`src/rtl/burst_seq_pkg.sv`:
```
package burst_seq_pkg;

    localparam int BEAT_W = 2;

    typedef logic [BEAT_W-1:0] beat_t;

    typedef enum logic {
        ORD_LINEAR     = 1'b0,
        ORD_INTERLEAVE = 1'b1
    } burst_order_t;

    typedef enum logic [2:0] {
        CYC_IDLE,
        CYC_LOAD,
        CYC_DESEL,
        CYC_STEP,
        CYC_HOLD
    } cyc_kind_t;

    // Offset presented for a given start and beat number.
    function automatic beat_t map_offset(burst_order_t ord, beat_t start, beat_t beat);
        if (ord == ORD_INTERLEAVE)
            return start ^ beat;
        return beat_t'(start + beat);
    endfunction

endpackage

```
`src/rtl/burst_cycle_decode.sv`:
```
module burst_cycle_decode
    import burst_seq_pkg::*;
(
    input  logic      clk,
    input  logic      rst,
    input  logic      cpu_ads_n,
    input  logic      ctl_ads_n,
    input  logic      adv_n,
    input  logic      sel1_n,
    input  logic      sel2,
    input  logic      sel3_n,
    input  logic      open_q,
    output cyc_kind_t kind
);

    logic cpu_seen;
    logic strobe_seen;
    logic all_sel;

    always_comb begin
        cpu_seen    = !cpu_ads_n && !sel1_n;
        strobe_seen = cpu_seen || !ctl_ads_n;
        all_sel     = !sel1_n && sel2 && !sel3_n;
        if (strobe_seen)
            kind = all_sel ? CYC_LOAD : CYC_DESEL;
        else if (!open_q)
            kind = CYC_IDLE;
        else if (!adv_n)
            kind = CYC_STEP;
        else
            kind = CYC_HOLD;
    end


    cpu_strobe_load_chk: assert property (@(posedge clk) disable iff (rst)
        (!cpu_ads_n && !sel1_n && sel2 && !sel3_n) |-> (kind == CYC_LOAD));

endmodule

```
`src/rtl/burst_order_counter.sv`:
```
module burst_order_counter
    import burst_seq_pkg::*;
(
    input  logic         clk,
    input  logic         rst,
    input  cyc_kind_t    kind,
    input  burst_order_t order,
    input  beat_t        start_in,
    output beat_t        offset
);

    beat_t start_q;
    beat_t beat_q;

    always_ff @(posedge clk) begin
        if (rst) begin
            start_q <= '0;
            beat_q  <= '0;
        end else begin
            unique case (kind)
                CYC_LOAD: begin
                    start_q <= start_in;
                    beat_q  <= '0;
                end
                CYC_STEP: beat_q <= beat_q + beat_t'(1);
                default:  ;
            endcase
        end
    end

    assign offset = map_offset(order, start_q, beat_q);


    load_offset_chk: assert property (@(posedge clk) disable iff (rst)
        (kind == CYC_LOAD) |=> (offset == $past(start_in)));


    hold_offset_chk: assert property (@(posedge clk) disable iff (rst)
        (kind == CYC_HOLD || kind == CYC_IDLE || kind == CYC_DESEL) |=> $stable(offset));

endmodule

```
`src/rtl/burst_addr_hold.sv`:
```
module burst_addr_hold #(
    parameter int UP_W = 10
) (
    input  logic                clk,
    input  logic                rst,
    input  burst_seq_pkg::cyc_kind_t kind,
    input  logic [UP_W-1:0]     upper_in,
    output logic [UP_W-1:0]     upper_q,
    output logic                open_q
);
    import burst_seq_pkg::*;

    always_ff @(posedge clk) begin
        if (rst) begin
            upper_q <= '0;
            open_q  <= 1'b0;
        end else if (kind == CYC_LOAD) begin
            upper_q <= upper_in;
            open_q  <= 1'b1;
        end else if (kind == CYC_DESEL) begin
            open_q  <= 1'b0;
        end
    end


    desel_close_chk: assert property (@(posedge clk) disable iff (rst)
        (kind == CYC_DESEL) |=> (!open_q && $stable(upper_q)));

endmodule

```
`src/rtl/burst_addr_seq.sv`:
```
module burst_addr_seq #(
    parameter int ADDR_W = 12
) (
    input  logic              clk,
    input  logic              rst,
    input  logic              order_sel,
    input  logic              cpu_ads_n,
    input  logic              ctl_ads_n,
    input  logic              adv_n,
    input  logic              sel1_n,
    input  logic              sel2,
    input  logic              sel3_n,
    input  logic [ADDR_W-1:0] addr_in,
    output logic [ADDR_W-3:0] upper_addr,
    output logic [1:0]        word_off,
    output logic              burst_valid
);
    import burst_seq_pkg::*;

    localparam int UP_W = ADDR_W - BEAT_W;

    cyc_kind_t    kind;
    burst_order_t order;
    beat_t        offset;
    logic         open_q;

    assign order = burst_order_t'(order_sel);

    burst_cycle_decode u_decode (
        .clk       (clk),
        .rst       (rst),
        .cpu_ads_n (cpu_ads_n),
        .ctl_ads_n (ctl_ads_n),
        .adv_n     (adv_n),
        .sel1_n    (sel1_n),
        .sel2      (sel2),
        .sel3_n    (sel3_n),
        .open_q    (open_q),
        .kind      (kind)
    );

    burst_order_counter u_counter (
        .clk      (clk),
        .rst      (rst),
        .kind     (kind),
        .order    (order),
        .start_in (addr_in[BEAT_W-1:0]),
        .offset   (offset)
    );

    burst_addr_hold #(.UP_W(UP_W)) u_addr (
        .clk      (clk),
        .rst      (rst),
        .kind     (kind),
        .upper_in (addr_in[ADDR_W-1:BEAT_W]),
        .upper_q  (upper_addr),
        .open_q   (open_q)
    );

    assign word_off    = offset;
    assign burst_valid = open_q;


    cpu_ignored_chk: assert property (@(posedge clk) disable iff (rst)
        (!cpu_ads_n && sel1_n && ctl_ads_n && open_q && adv_n) |=> ($stable(word_off) && burst_valid));


    linear_step_chk: assert property (@(posedge clk) disable iff (rst)
        (cpu_ads_n && ctl_ads_n && open_q && !adv_n && !order_sel) |=> (word_off == $past(word_off) + 2'd1));


    idle_no_effect_chk: assert property (@(posedge clk) disable iff (rst)
        (cpu_ads_n && ctl_ads_n && !open_q) |=> ($stable(word_off) && !burst_valid));

endmodule

```
`config.mk`:
```
export PLATFORM = sky130hd
export DESIGN_NAME = burst_addr_seq
export DESIGN_NICKNAME = d
export VERILOG_FILES = /design/src/rtl/burst_seq_pkg.sv /design/src/rtl/burst_cycle_decode.sv /design/src/rtl/burst_order_counter.sv /design/src/rtl/burst_addr_hold.sv /design/src/rtl/burst_addr_seq.sv
export SDC_FILE = /design/constraint.sdc
export NUM_CORES = 1
export LEC_CHECK = 0
export ABC_AREA = 1
export BUFFER_PORTS_ARGS = -buffer_cell sky130_fd_sc_hd__clkbuf_2
export CELL_PAD_IN_SITES_DETAIL_PLACEMENT = 2
export CELL_PAD_IN_SITES_GLOBAL_PLACEMENT = 2
export CORE_ASPECT_RATIO = 1.5
export CORE_MARGIN = 5
export CORE_UTILIZATION = 24
export CTS_CLUSTER_SIZE = 10
export DETAILED_ROUTE_END_ITERATION = 12
export PLACE_DENSITY_LB_ADDON = 0.1
export SLEW_MARGIN = 15
export SYNTH_ARGS = -nofsm -noshare
export SYNTH_HDL_FRONTEND = slang
export SYNTH_HIERARCHICAL = 1
export SYNTH_SLANG_ARGS = --single-unit
```
`constraint.sdc`:
```
create_clock -name clk -period 2.1 [get_ports clk]
set_input_delay 0.105 -clock clk [delete_from_list [all_inputs] [get_ports clk]]
set_output_delay 0.105 -clock clk [all_outputs]
set_load 0.005 [all_outputs]
```
Yosys cells after proc, flatten, opt, wreduce, memory -nomap -nowiden
Index checks and enable logic that the tools add are counted.

Add/subtract/negate cells: 2. Eq/ne operators: 3. Mux-type cells: 10. Bitwise operators: 1. Reductions and logical operators: 10.

Operators with widths (count): $mux 3 (3); $eq 3x2->1 const B (2); $mux 2 (3); $logic_not 1->1 (4); $pmux 2 s2 (1); $reduce_bool 2->1 (2); $eq 3x1->1 const B (1); $logic_and 1x1->1 (3); $mux 1 (3); $add 2x1->2 const B (1); $add 2x2->2 (1); $xor 2x2->2 (1); $logic_or 1x1->1 (1).

Bits in registers: 15. Input bits: 21. Output and inout bits: 13. Word-level logic and storage cells: 30.

Depth between registers and ports, before layout
Gate-level depths: netlist of run 1.

Depth in word-level cells: 8. Gate-level depth with buffers: 10. Depth with buffers taken out: 9.

Modules after synthesis
Netlist of run 1, hierarchy kept.

Modules (own cells, without submodules): burst_addr_hold (times used 1, cells each 70, area each 475.5 um2, sequential area each 220.2 um2); burst_order_counter (times used 1, cells each 42, area each 244.0 um2, sequential area each 80.1 um2); burst_cycle_decode (times used 1, cells each 17, area each 70.1 um2, sequential area each 0.0 um2).

Worst setup path after synthesis of run 1
No wires, ideal clock.

Path type: register -> register. From: register u_addr.open_q. To: register u_addr.upper_q[0]. Library setup time: 0.113 ns. Arrival time: 1.103 ns. Required time: 1.987 ns. Slack: 0.885 ns. Cell stages (with the launch flop): 9. Period minus slack after synthesis: 1.215 ns. Cell sequence: dfxtp_1 inv_1 nor2_1 nand3_1 nand2_1 nand3b_4 buf_4 nor2_1 nor2_1.

Cells in the longest elaborated chain, start to end: 3.

RTL lines: from (decl) (line burst_addr_hold.sv:9) `output logic open_q`; from (signal assigned) (line burst_addr_hold.sv:16) `open_q <= 1'b0;`; from (signal assigned) (line burst_addr_hold.sv:19) `open_q <= 1'b1;`; from (signal assigned) (line burst_addr_hold.sv:21) `open_q <= 1'b0;`; $mux 3 (line burst_cycle_decode.sv:26) `else if (!open_q)`; $mux 3 (line burst_cycle_decode.sv:24) `if (strobe_seen)`; via kind[0] (line burst_addr_seq.sv:22) `cyc_kind_t kind;`; $eq 3x1->1 (line burst_addr_hold.sv:17) `end else if (kind == CYC_LOAD) begin`; to (signal assigned) (line burst_addr_hold.sv:18) `upper_q <= upper_in;`; to (decl) (line burst_addr_hold.sv:8) `output logic [UP_W-1:0] upper_q,`.

The timed path passes the listed nets, and every way through them passes these cells. A chain may end at the register's enable or synchronous reset.

Final worst setup path of run 1
From: register u_addr.open_q. To: register u_addr.upper_q[7].

Same word-level chain as after synthesis.

==> results.json, run 1 <==
{
  "synth_seq_area_share": 0.380,
  "cts_setup_buffers": 0,
  "fin_crit_sh": 0.663,
  "synth_area_leaders": "dfxtp_1 (38%), nand2_1 (20%), nor2_1 (15%)",
  "antenna_cells": 0,
  "clock_sinks": 15,
  "crit_arrival_ps": 1530,
  "grt_max_degree": 22,
  "yosysTopAreaCell": "dfxtp_1",
  "synth.most_common_cell": "nand2_1",
  "die_w_um": 56.8,
  "antenna_found_initial": 0,
  "routed_wl_mm": 2.18,
  "fp.dieH_um": 80.2,
  "synth_seq_cells": 15,
  "drt_iter0_drc": 6,
  "first_global_vias": 968,
  "place.gp.congestion": 0.666,
  "fillCellCount": 411,
  "core_sq_um": 3160,
  "portBuffers": 33,
  "row_count": 25,
  "status": "finished clean",
  "yosys.area.top_type_share": 0.380,
  "register_area_sq_um": 300,
  "cts_root_buf": "clkbuf_8",
  "grt_overflow": 0,
  "routed_via_density": 4.23,
  "synthToLayoutAreaGrowth_pct": 30.3,
  "synth_common_cells": "nand2_1 (43), nor2_1 (32), inv_1 (22), dfxtp_1 (15), nand3_1 (3)",
  "setup_viol": 0,
  "slowest_stage": "dfxtp_1",
  "p_leak_nw": 0.589,
  "crit_buf_inv": 1,
  "synth_edf_count": 0,
  "dr.pass1.iters": 4,
  "tns_ps": 0,
  "vias": 858,
  "slew-limit-headroom": 0.802,
  "crit_fanout": 21,
  "route.detailed.drc": 0,
  "ys_types": 18,
  "syn_area_per_cell_sq_um": 6.12,
  "crit_chain": "inv_1, nor2_1, nand3_1, nand2_1, nand3b_4, nor2_1, nor2_1",
  "nets": 186,
  "rsz0062_at_grt": "no",
  "min_path_type": "in -> reg",
  "cap_viol_max_count": 0,
  "period_needed_ps": 1390,
  "multi_input_area_sq_um": 377,
  "hold_viol_final": 0,
  "die-area_sq_um": 4560,
  "worstSetupStartpointType": "flip-flop",
  "clock_tree.buffer_depth": 2,
  "cts_tree": "yes",
  "critPathTopFamily": "simple AND/OR/NAND/NOR gates",
  "ctsHtreeMaxLevel": 1,
  "cp_slowest_stage_delay_ps": 370,
  "final.setup_skew_ps": 7.58,
  "peakVddDrop_mv": 0.311,
  "tightest_slew_ps": 295,
  "crit_path_end_kind": "flip-flop",
  "slew_violations": 0,
  "synth_area_sq_um": 790,
  "synthArstFlopShare": 0,
  "cts.clk_slew.worst_paths_ps": 60,
  "cts_buffers": 3,
  "grt_usage": 0.104,
  "post_cts_resize_count": 0,
  "post_drt_wl_per_cell_um": 10.7,
  "synthesis.nets": 151,
  "clock.fmax_ghz": 0.719,
  "cts.hold.buffers_added": 0,
  "layout-drive-gt1-share": 0.264,
  "initial_core_util": 0.250,
  "synth_warnings": 6,
  "io_pins": 34,
  "ys_dominant_reg_cell": "dfxtp_1",
  "grt_pass1_wl_mm": 3.82,
  "clk_latency_ps": 250,
  "ant_nets": 0,
  "netlist_instances": 129,
  "crit_top_cell": "nor2_1",
  "hpwl_mm": 1.86,
  "fin_ws_ps": 708,
  "pre_cts_ws_ps": 692,
  "required_ps": 2240,
  "finish.utilization": 0.326,
  "p_per_area_nw_per_um2": 588,
  "worstSetupPathType": "reg -> reg"
}
routing by layer:
layer	part of all wire	up-vias	GRT usage	wire length (um)
li1	-	437	-	-
met3	0.041	2	0.0209	90
met5	0	-	0	0
met1	0.36	402	0.0920	788
met2	0.59	17	0.219	1280
met4	0.0087	0	0.0418	19
layout by cell type (no fill, tap or decap), types with 2 or more instances in the layout:
cell / synthesis / routed
clkbuf_2: 0 / 33
clkbuf_8: 0 / 3
dfxtp_1: 15 / 15
inv_1: 22 / 22
nand2_1: 43 / 43
nand2_2: 2 / 2
nand3_1: 3 / 3
nor2_1: 32 / 32
final cells by class:
| type | count | share of cell area |
|---|---|---|
| well taps | 40 | 0.0487 |
| multi-input cells | 87 | 0.366 |
| flip-flops and latches | 15 | 0.292 |
| clock inverters | 1 | 0.00487 |
| clock buffers | 3 | 0.0401 |
| repair buffers | 33 | 0.161 |
| inverters | 24 | 0.0876 |
through the flow:
stage | hold slack, ps | std cells | total power, W | instance area (sq um)
after floorplan | 167 | 129 | 0.000342 | 790
after global placement | 325 | 199 | 0.000375 | 982
after detailed placement | 338 | 199 | 0.000379 | 982
after CTS | 72.0 | 203 | 0.000622 | 1030
after global routing | 80.1 | 203 | 0.000649 | 1030
final | 75.8 | 203 | 0.000605 | 1030
registers in the layout, summed over array words and instances, names as in the netlist:
name,cells
u_counter/beat_q,2
u_addr/upper_q,10
u_addr/open_q,1
u_counter/start_q,2
logic make-up after synthesis:
kind of cell / share of synthesized area
DFF: 0.380
and+or+nand+nor: 0.426
AOI/OAI and AO/OA: 0.0349
adders and majority gates: 0.0158
buffers and inverters: 0.143
final timing paths:
kind | start | endpoint | slack, ps | depth (start not counted)
setup / recovery | u_addr/open_q | u_addr/upper_q[7] | 710 | 7
hold / removal | rst | u_addr/open_q | 80 | 2
setup reg to reg | u_addr/open_q | u_addr/upper_q[7] | 710 | 7
hold reg to reg | u_counter/beat_q[1] | u_counter/beat_q[1] | 500 | 2
where the power goes:
part           internal (W)  switching (W)  leakage (nW)  total (W)
registers          0.000293     0.00000466         0.121   0.000297
clock network      0.000131       0.000104        0.0255   0.000235
logic             0.0000331      0.0000399         0.443  0.0000730
No activity file was read; power rests on OpenSTA's default activity.
==> run 2: changes to the inputs <==
Settings changed: CORE_UTILIZATION 24 to 22.
Clock period 2.1 ns to 1.3 ns, I/O delays scaled along.
==> results.json, run 2 (synthesized netlist as in run 1, its figures left out) <==
{
  "status": "finished clean",
  "r2r-start": "u_addr/open_q",
  "cts_tree": "yes",
  "min_path_type": "in -> reg",
  "fp.dieH_um": 83.4,
  "final.setup_skew_ps": 2.86,
  "cts.hold.buffers_added": 0,
  "grt_pass1_wl_mm": 4.32,
  "vias": 915,
  "register_area_sq_um": 305,
  "rsz0062_at_grt": "yes",
  "crit_path_end_kind": "flip-flop",
  "portBuffers": 33,
  "reg2reg_to": "u_counter/start_q[0]",
  "tightest_slew_ps": 289,
  "hold_end": "u_addr/upper_q[7]",
  "fillCellCount": 469,
  "ant_nets": 0,
  "clock_sinks": 15,
  "die-area_sq_um": 4910,
  "grt_overflow": 0,
  "reg2reg_slack_ps": 2,
  "startpoint": "u_addr/open_q",
  "routed_via_density": 4.30,
  "reg2reg_depth": 8,
  "cts.clk_slew.worst_paths_ps": 70,
  "peakVddDrop_mv": 0.429,
  "clock.fmax_ghz": 0.770,
  "reg.largest.list": "u_addr/upper_q: 10 flops, u_counter/beat_q: 2 flops, u_counter/start_q: 2 flops",
  "hpwl_mm": 1.98,
  "cap_viol_max_count": 0,
  "finish.utilization": 0.340,
  "place.gp.congestion": 0.656,
  "setup_viol": 0,
  "clock_tree.buffer_depth": 2,
  "io_pins": 34,
  "crit_arrival_ps": 1450,
  "hold_viol_final": 0,
  "layout.cells.most_common": "nand2_1",
  "fin_crit_sh": 0.999,
  "required_ps": 1450,
  "dr.pass1.iters": 2,
  "largest_reg_flops": 10,
  "layout-drive-gt1-share": 0.368,
  "multi_input_area_sq_um": 458,
  "crit_fanout": 4,
  "hold_start": "addr_in[9]",
  "slew-limit-headroom": 0.806,
  "whs_path_depth": 3,
  "slew_violations": 0,
  "clk_latency_ps": 250,
  "p_per_area_nw_per_um2": 875,
  "ctsHtreeMaxLevel": 1,
  "regMostFlops": "u_addr/upper_q",
  "worstSetupPathType": "reg -> reg",
  "cts_root_buf": "clkbuf_8",
  "grt_usage": 0.112,
  "synthToLayoutAreaGrowth_pct": 48.3,
  "tns_ps": 0,
  "drt_iter0_drc": 15,
  "initial_core_util": 0.229,
  "most-common-layout-cells": "nand2_1 (40), clkbuf_2 (33), nor2_1 (27)",
  "worstSetupStartpointType": "flip-flop",
  "antenna_cells": 0,
  "cts_buffers": 3,
  "core_sq_um": 3450,
  "power_w": 0.00102,
  "post_drt_wl_per_cell_um": 12.7,
  "nets": 194,
  "die_w_um": 58.9,
  "placedInstanceArea_sq_um": 1000,
  "p_leak_nw": 0.633,
  "row_count": 26,
  "final_area_sq_um": 1170,
  "grt_max_degree": 12,
  "period_needed_ps": 1300,
  "routed_wl_mm": 2.70,
  "route.detailed.drc": 0,
  "antenna_found_initial": 0,
  "first_global_vias": 1010
}
==> run 2: cell types whose count changed in the layout (fill, tap and decap cells not counted), moves of 2 or more <==
cell      previous run  this run
nand2_2              2         4
buf_4                0         3
dfxtp_1             15        13
nor2_2               0         5
nor2_1              32        27
nand2_1             43        40
nand3b_4             1         3
==> run 2: how the worst max path moves through the flow <==
| stage | slack (ps) | cells past startpoint | end |
|---|---|---|---|
| final | 2 | 8 | u_counter/start_q[0] |
| after global routing | -60 | 9 | u_addr/upper_q[6] |
| after CTS | 10 | 8 | u_addr/upper_q[2] |
| after detailed placement | -30 | 8 | u_addr/upper_q[7] |
| after global placement | 40 | 8 | u_addr/upper_q[9] |
| after floorplan | 80 | 8 | u_addr/upper_q[0] |
==> run 2: layer usage <==
layer	vias up	wire, um	GRT usage
met1	427	873	0.108
met3	5	154	0.0342
met2	23	1630	0.207
met5	-	0	0
met4	0	47	0.0495
li1	460	-	-
==> run 2: stage by stage <==
step | setup slack (ps) | cells | hold WS (ps)
after floorplan | 84.6 | 129 | 127
after global placement | 44.8 | 203 | 288
after detailed placement | -30.1 | 203 | 297
after CTS | 9.79 | 208 | 30.4
after global routing | -59.4 | 213 | 26.7
final | 1.52 | 213 | 29.9
==> run 2: critical path: stages, from the launching register on <==
cell      delay, ps
dfxtp_2         350
inv_2            40
nor2_2           90
nand3_2         120
nand2_4         110
buf_12          120
nand3b_1        160
nor2_1          150
nor2_1           60
==> run 2: power breakdown <==
part / internal [W] / switching, W / leakage, nW
logic: 0.0000733 / 0.0000796 / 0.485
registers: 0.000472 / 0.00000716 / 0.123
clock network: 0.000213 / 0.000180 / 0.0255
==> run 2: timing repair <==
action | in CTS | in global routing
gates cloned | 1 | 2
pin swaps | 2 | 6
buffers inserted | 0 | 3
gates resized for setup | 8 | 10
endpoints found under the hold margin | 0 | 0
endpoints found under the setup margin | 12 | 16
==> run 2: cell type report <==
cell class                 instances  share of cell area
tap                               42              0.0449
multi-input combinational         90               0.391
clock buffer                       3              0.0353
inverter                          24              0.0769
clock inverter                     1             0.00427
sequential                        15               0.261
timing repair buffer              38               0.187
